## config.mk

```make
export PLATFORM = sky130hd
export DESIGN_NAME = apx_lsb_adder
export DESIGN_NICKNAME = d
export VERILOG_FILES = /design/src/rtl/apx_add_pkg.sv /design/src/rtl/apx_exact_fa.sv /design/src/rtl/apx_cheap_fa.sv /design/src/rtl/apx_ripple_core.sv /design/src/rtl/apx_lsb_adder.sv
export SDC_FILE = /design/constraint.sdc
export NUM_CORES = 1
export LEC_CHECK = 0
export ABC_AREA = 1
export CORE_MARGIN = 1
export CORE_UTILIZATION = 34
export CTS_CLUSTER_DIAMETER = 80
export DETAILED_ROUTE_END_ITERATION = 7
export PLACE_DENSITY = 0.73
export SLEW_MARGIN = 20
export SYNTH_ARGS = -nofsm -noshare
export SYNTH_HDL_FRONTEND = slang
export SYNTH_HIERARCHICAL = 1
export SYNTH_SLANG_ARGS = --single-unit
export TNS_END_PERCENT = 5
```

## constraint.sdc

```tcl
create_clock -name clk -period 3 [get_ports clk]
set_clock_uncertainty 0.2 [all_clocks]
set_input_delay 0.6 -clock clk [delete_from_list [all_inputs] [get_ports clk]]
set_output_delay 0.6 -clock clk [all_outputs]
set_load 0.02 [all_outputs]
```

## src/rtl/apx_add_pkg.sv

```systemverilog
package apx_add_pkg;

  localparam int unsigned KIND_COARSE = 1;
  localparam int unsigned KIND_MID    = 2;
  localparam int unsigned KIND_FINE   = 3;

  function automatic logic maj3(input logic x, input logic y, input logic z);
    return (x & y) | (x & z) | (y & z);
  endfunction

endpackage

```

## src/rtl/apx_exact_fa.sv

```systemverilog
module apx_exact_fa (
  input  logic a,
  input  logic b,
  input  logic ci,
  output logic s,
  output logic co
);
  import apx_add_pkg::*;

  assign s  = a ^ b ^ ci;
  assign co = maj3(a, b, ci);

endmodule

```

## src/rtl/apx_cheap_fa.sv

```systemverilog
module apx_cheap_fa #(
  parameter int unsigned KIND = 3
) (
  input  logic a,
  input  logic b,
  input  logic ci,
  output logic s,
  output logic co
);
  import apx_add_pkg::*;

  generate
    if (KIND == KIND_COARSE) begin : g_coarse
      // The carry-in plays no part in this cell.
      logic unused_ci;
      assign unused_ci = ci;
      assign s  = b;
      assign co = a;
    end else if (KIND == KIND_MID) begin : g_mid
      logic c_int;
      assign c_int = maj3(a, b, ci);
      assign co    = c_int;
      assign s     = ~c_int;
    end else begin : g_fine
      assign s  = a ^ b ^ ci;
      assign co = (a & b) | (b & ci);
    end
  endgenerate

endmodule

```

## src/rtl/apx_ripple_core.sv

```systemverilog
module apx_ripple_core #(
  parameter int unsigned N    = 8,
  parameter int unsigned M    = 3,
  parameter int unsigned KIND = 3
) (
  input  logic [N-1:0] a,
  input  logic [N-1:0] b,
  output logic [N-1:0] s,
  output logic         cout
);
  localparam int unsigned LOW_W = N - M;

  logic [N:0] carry;
  assign carry[0] = 1'b0;
  assign cout     = carry[N];

  for (genvar i = 0; i < N; i++) begin : g_bit
    if (i < LOW_W) begin : g_low
      apx_cheap_fa #(.KIND(KIND)) u_cell (
        .a (a[i]),
        .b (b[i]),
        .ci(carry[i]),
        .s (s[i]),
        .co(carry[i+1])
      );
    end else begin : g_high
      apx_exact_fa u_cell (
        .a (a[i]),
        .b (b[i]),
        .ci(carry[i]),
        .s (s[i]),
        .co(carry[i+1])
      );
    end
  end

endmodule

```

## src/rtl/apx_lsb_adder.sv

```systemverilog
module apx_lsb_adder #(
  parameter int unsigned N    = 8,
  parameter int unsigned M    = 3,
  parameter int unsigned KIND = 3
) (
  input  logic         clk,
  input  logic         rst,
  input  logic [N-1:0] op_a,
  input  logic [N-1:0] op_b,
  output logic [N-1:0] sum
);
  logic [N-1:0] sum_d;
  logic         unused_cout;

  apx_ripple_core #(.N(N), .M(M), .KIND(KIND)) u_core (
    .a   (op_a),
    .b   (op_b),
    .s   (sum_d),
    .cout(unused_cout)
  );

  always_ff @(posedge clk) begin
    if (rst) sum <= '0;
    else     sum <= sum_d;
  end

endmodule

```

==> impl_metrics.toml, run 1 <==
[setup_path]
crit_arrival_ns = 2.90
critical_path.startpoint_type = "input pin"
end_kind = "flip-flop"
critPathMaxFanout = 2
crit_type = "in -> reg"
required_ns = 2.98

[grt]
grt_max_degree = 9
grt_pass1_vias = 479
antenna_found_initial = 0
grtUsageTotal = 0.192
grt_busiest_layer = "met2"
grt-ovfl-total = 0
grt_first_pass_wirelength_um = 1930
grt_use_met1 = 0.157
use_met2 = 0.389
grtUsageMet3 = 0.0380

[final_layout]
nFillCells = 94
multiInputGateArea_um2 = 285
fin_area_um2 = 926
area_growth_pct = 82.3
fin_cells = 133
largest_register_ff_count = 8
antenna_cells = 0
reg.largest.list = "sum (8)"
register_area_um2 = 160
top_register = "sum"
drive_above_1_share = 0.271
layout.nets = 146

[clocking]
cts.clk_slew.worst_paths_ns = 0.05
cts.sinks = 8
cts_tree = "built"
cts_root_buf = "clkbuf_4"
cts_buffers = 3
cts_buffer_depth = 2
htree_levels = 1
postCtsHoldBufs = 0

[sta]
slew_viol_final = 0
rsz0062_at_grt = "no"
setup_tns_ns = 0
whs_ns = 0.650
period_minus_slack_ns = 2.92
hold_viol = 0
max_freq_mhz = 343
finalSetupViolations = 0
fin_crit_sh = 0.972

[hold_path]
min-delay-start = "op_b[0]"
min_path_type = "in -> reg"
holdPathEnd = "sum[0]"
hold_path_depth = 6

[routing]
drcViolationCount = 0
wl_per_cell_um = 10.3
viasPerCell = 4.32
num_vias = 575
postRouteAntennaNets = 0
drt_iter0_markers = 19
routed_wl_um = 1370
firstDrtPassIters = 4

[placed_design]
dp.cells = 116
place_area_um2 = 781
port_buffers = 25
place_congestion = 0.640
dp.final_hpwl_um = 860

[synth]
yosys.area.top_type = "dfxtp_1"
syn_avg_cell_area_um2 = 6.86
ys_types = 8
synthTopCellsByArea = "dfxtp_1 (32%), nand2_1 (18%), inv_1 (17%), ha_1 (12%), fa_1 (12%)"
netlist.area_leader.share = 0.315
synth-seq-area-share = 0.315
synth-seq-cells = 8
synth_area_um2 = 508
ys_warn_count = 6
netlist_instances = 74

[die]
die_w_um = 40.7
dieHeight_um = 40.7
start_util = 0.376
boundaryPins = 26
die_area_um2 = 1650
core_um2 = 1350
rows = 13

[pwr]
power.density_nw_per_um2 = 370
intPower_uw = 242
fin_total_pwr_uw = 343
p_comb_frac = 0.419
pwr-share-clk = 0.230
peakVddDrop_mv = 0.134
switching_power_uw = 101
switching_share = 0.295
p_seq_frac = 0.351
leakagePower_nw = 0.517

[job]
max_cap_viol_count = 0

[run_status]
status = "completed"
[layer usage]
layer  wire (um)  part of all wire
met1         449              0.33
met2         836              0.61
met3          43             0.031
met4          38             0.028
met5           0                 0
[power by group through the flow]
stage                     clock network (mW)  logic (mW)  registers [mW]
final                                 0.0788       0.144           0.121
after global routing                  0.0870       0.158           0.122
after CTS                             0.0813       0.139           0.121
after detailed placement                   0       0.113           0.123
after global placement                     0       0.110           0.122
after floorplan                            0      0.0429           0.138
[what timing repair did]
item                                   4_1_cts  5_1_grt
buffers inserted                            14        0
endpoints found under the hold margin        0        0
pin swaps                                   11        5
resized for setup                           14        7
setup endpoints to repair                    1        2
[critical path, cell delays in order]
cell             delay, ns
clkdlybuf4s50_1       0.43
ha_2                  0.18
inv_1                 0.07
nand2_2               0.06
nand2_2               0.07
nand2_2               0.06
nand2_1               0.06
nand2_1               0.07
fa_2                  0.34
fa_2                  0.35
fa_1                  0.50
inv_1                 0.04
nor2_1                0.08
[final cells by class]
class	count	area share
Multi-Input combinational cell	44	0.308
Inverter	23	0.0932
Tap cell	15	0.0203
Timing Repair Buffer	40	0.381
Sequential cell	8	0.173
Clock buffer	3	0.0243
[through the flow]
stage | utilization | setup WS, ns
finish | 0.686 | 0.0831
global route | 0.686 | 0.00517
CTS | 0.685 | 0.0122
detailed placement | 0.578 | -0.544
global placement | 0.578 | -0.458
floorplan | - | 0.0782
[cell usage in the layout (no fill, tap or decap)]
| master | instances |
|---|---|
| clkbuf_2 | 2 |
| clkdlybuf4s50_1 | 20 |
| dlymetal6s2s_1 | 1 |
| fa_1 | 1 |
| conb_1 | 3 |
| nor2_1 | 8 |
| clkbuf_4 | 3 |
| dfxtp_1 | 8 |
| inv_1 | 22 |
| fa_2 | 2 |
| nand2_2 | 6 |
| inv_2 | 1 |
| nand2_1 | 19 |
| buf_4 | 15 |
| dlygate4sd2_1 | 2 |
| ha_2 | 3 |
| ha_1 | 2 |
[cells by family after synthesis]
| group | share of synthesized area |
|---|---|
| buffers and inverters | 0.192 |
| flip-flops | 0.315 |
| adder cells (fa/ha/maj) | 0.241 |
| AND/OR/NAND/NOR | 0.244 |
| other | 0.00738 |
[worst max path at each step]
stage	from	endpoint	slack, ns	cells past startpoint
6_report	op_b[2]	sum[7]	0.08	13
5_1_grt	op_b[2]	sum[7]	0.005	13
4_1_cts	op_a[0]	sum[7]	0.01	17
3_5_place_dp	op_a[0]	sum[7]	-0.54	17
3_3_place_gp	op_b[0]	sum[7]	-0.46	17
2_1_floorplan	op_a[0]	sum[7]	0.08	16
[cell usage after synthesis]
master   count
conb_1       1
dfxtp_1      8
inv_1       23
fa_1         3
buf_6        1
nand2_1     25
nor2_1       8
ha_1         5
Power figures use the tool's default switching activity.
==> run 2, diff against run 1 <==
- CORE_ASPECT_RATIO: unset -> 0.9
==> run 2 against run 1 <==
Compared with the run above: routed wire length fell by 24%; sequential cell count is the same; first-iteration DRC count is 95% lower; non-clock buffer count down 4; worst setup slack gained 0.057 ns; clock power up 3.2%; largest cell class unchanged.
==> impl_metrics.toml, run 2 (same netlist as run 1, synthesis figures left out) <==
[routing]
viasPerCell = 3.98
firstDrtPassIters = 4
postRouteAntennaNets = 0
drt_iter0_markers = 1
num_vias = 510
drcViolationCount = 0
wl_per_cell_um = 8.08
routed_wl_um = 1030

[setup_path]
path_delay_family = "buffers and inverters"
timing.critical_path.buf_inv = 13
critPathMaxFanout = 3
crit_top_cell = "buf_4"
critical_path.startpoint_type = "input pin"
crit_arrival_ns = 2.79
end_kind = "flip-flop"
cpPeakStageDelay_ns = 0.40
crit_type = "in -> reg"
worstPathCellList = "clkdlybuf4s50_1 > ha_1 > inv_1 > nand2_2 > nand2_2 > nand2_2 > buf_6 > buf_4 > buf_4 > buf_4 > buf_4 > buf_4 > buf_4 > buf_4 > buf_4 > buf_4 > nand2_1 > nand2_1 > inv_1 > nor2_1"
required_ns = 2.93
critPathSlowestCell = "clkdlybuf4s50_1"

[final_layout]
final_cell_mix = "inv_1 (21), clkdlybuf4s50_1 (20), nand2_1 (16)"
final_common_cell = "inv_1"
reg.largest.list = "sum (8)"
area_growth_pct = 79.8
top_register = "sum"
drive_above_1_share = 0.254
layout.nets = 142
largest_register_ff_count = 8
antenna_cells = 0
nFillCells = 110

[die]
boundaryPins = 26
start_util = 0.389
rows = 12
die_area_um2 = 1650
dieHeight_um = 38.7
core_um2 = 1310
die_w_um = 42.7

[pwr]
peakVddDrop_mv = 0.202
leakagePower_nw = 0.502
fin_total_pwr_uw = 338
power.density_nw_per_um2 = 370

[job]
max_cap_viol_count = 0

[grt]
grtUsageTotal = 0.144
grt_max_degree = 9
grt_pass1_vias = 457
grt-ovfl-total = 0
antenna_found_initial = 0
grt_first_pass_wirelength_um = 1680

[hold_path]
min_path_type = "in -> reg"

[placed_design]
place_congestion = 0.636
port_buffers = 25
dp.final_hpwl_um = 752

[clocking]
cts_root_buf = "clkbuf_4"
cts_tree = "built"
cts.clk_slew.worst_paths_ns = 0.05
cts.sinks = 8
postCtsHoldBufs = 0
cts_buffer_depth = 2
htree_levels = 1
cts_buffers = 3

[sta]
fin_crit_sh = 0.953
finalSetupViolations = 0
rsz0062_at_grt = "no"
slew_viol_final = 0
setup_tns_ns = 0
period_minus_slack_ns = 2.86
max_freq_mhz = 350
hold_viol = 0

[run_status]
status = "completed"
[run 2: changes by cell type in the layout (fill, tap and decap cells not counted), sizes merged]
cell,delta
buf,-4
clkbuf,-2
clkdlybuf4s15,+2
[run 2: through the flow]
step | setup slack (ns) | instance area [um^2] | hold WS (ns) | cells | util
6_report | 0.140 | 913 | 0.631 | 128 | 0.699
5_1_grt | 0.0171 | 913 | 0.665 | 128 | 0.699
4_1_cts | 0.00496 | 895 | 0.719 | 128 | 0.685
3_5_place_dp | -0.496 | 779 | 1.14 | 115 | 0.597
3_3_place_gp | -0.462 | 779 | 1.12 | 115 | 0.597
2_1_floorplan | 0.0782 | 515 | 0.579 | 76 | -
[run 2: path summary, 6_finish.rpt]
kind | startpoint | endpoint | cells past startpoint
worst max-delay path | op_a[2] | sum[4] | 20
worst min-delay path | op_b[2] | sum[3] | 7
[run 2: where the power goes]
| part | internal [mW] | switching (mW) |
|---|---|---|
| logic | 0.0753 | 0.0608 |
| registers | 0.118 | 0.00228 |
| clock network | 0.0457 | 0.0356 |
| total | 0.239 | 0.0986 |
[run 2: per-layer routing]
layer,part of all wire,global-route usage
met4,0,0.0938
met3,0.016,0.0280
met5,0,0
met1,0.37,0.144
met2,0.62,0.277
[run 2: timing repair]
action | 4_1_cts | 5_1_grt
hold endpoints to repair | 0 | 0
gates resized for setup | 15 | 8
setup endpoints to repair | 1 | 2
setup buffers | 10 | 0
pin swaps | 10 | 12
[run 2: layout make-up]
class	count	area (um^2)	area share
Clock buffer	3	22.5	0.0247
Inverter	23	86.3	0.0945
Multi-Input combinational cell	44	290	0.318
Sequential cell	8	160	0.175
Tap cell	14	17.5	0.0192
Timing Repair Buffer	36	337	0.368
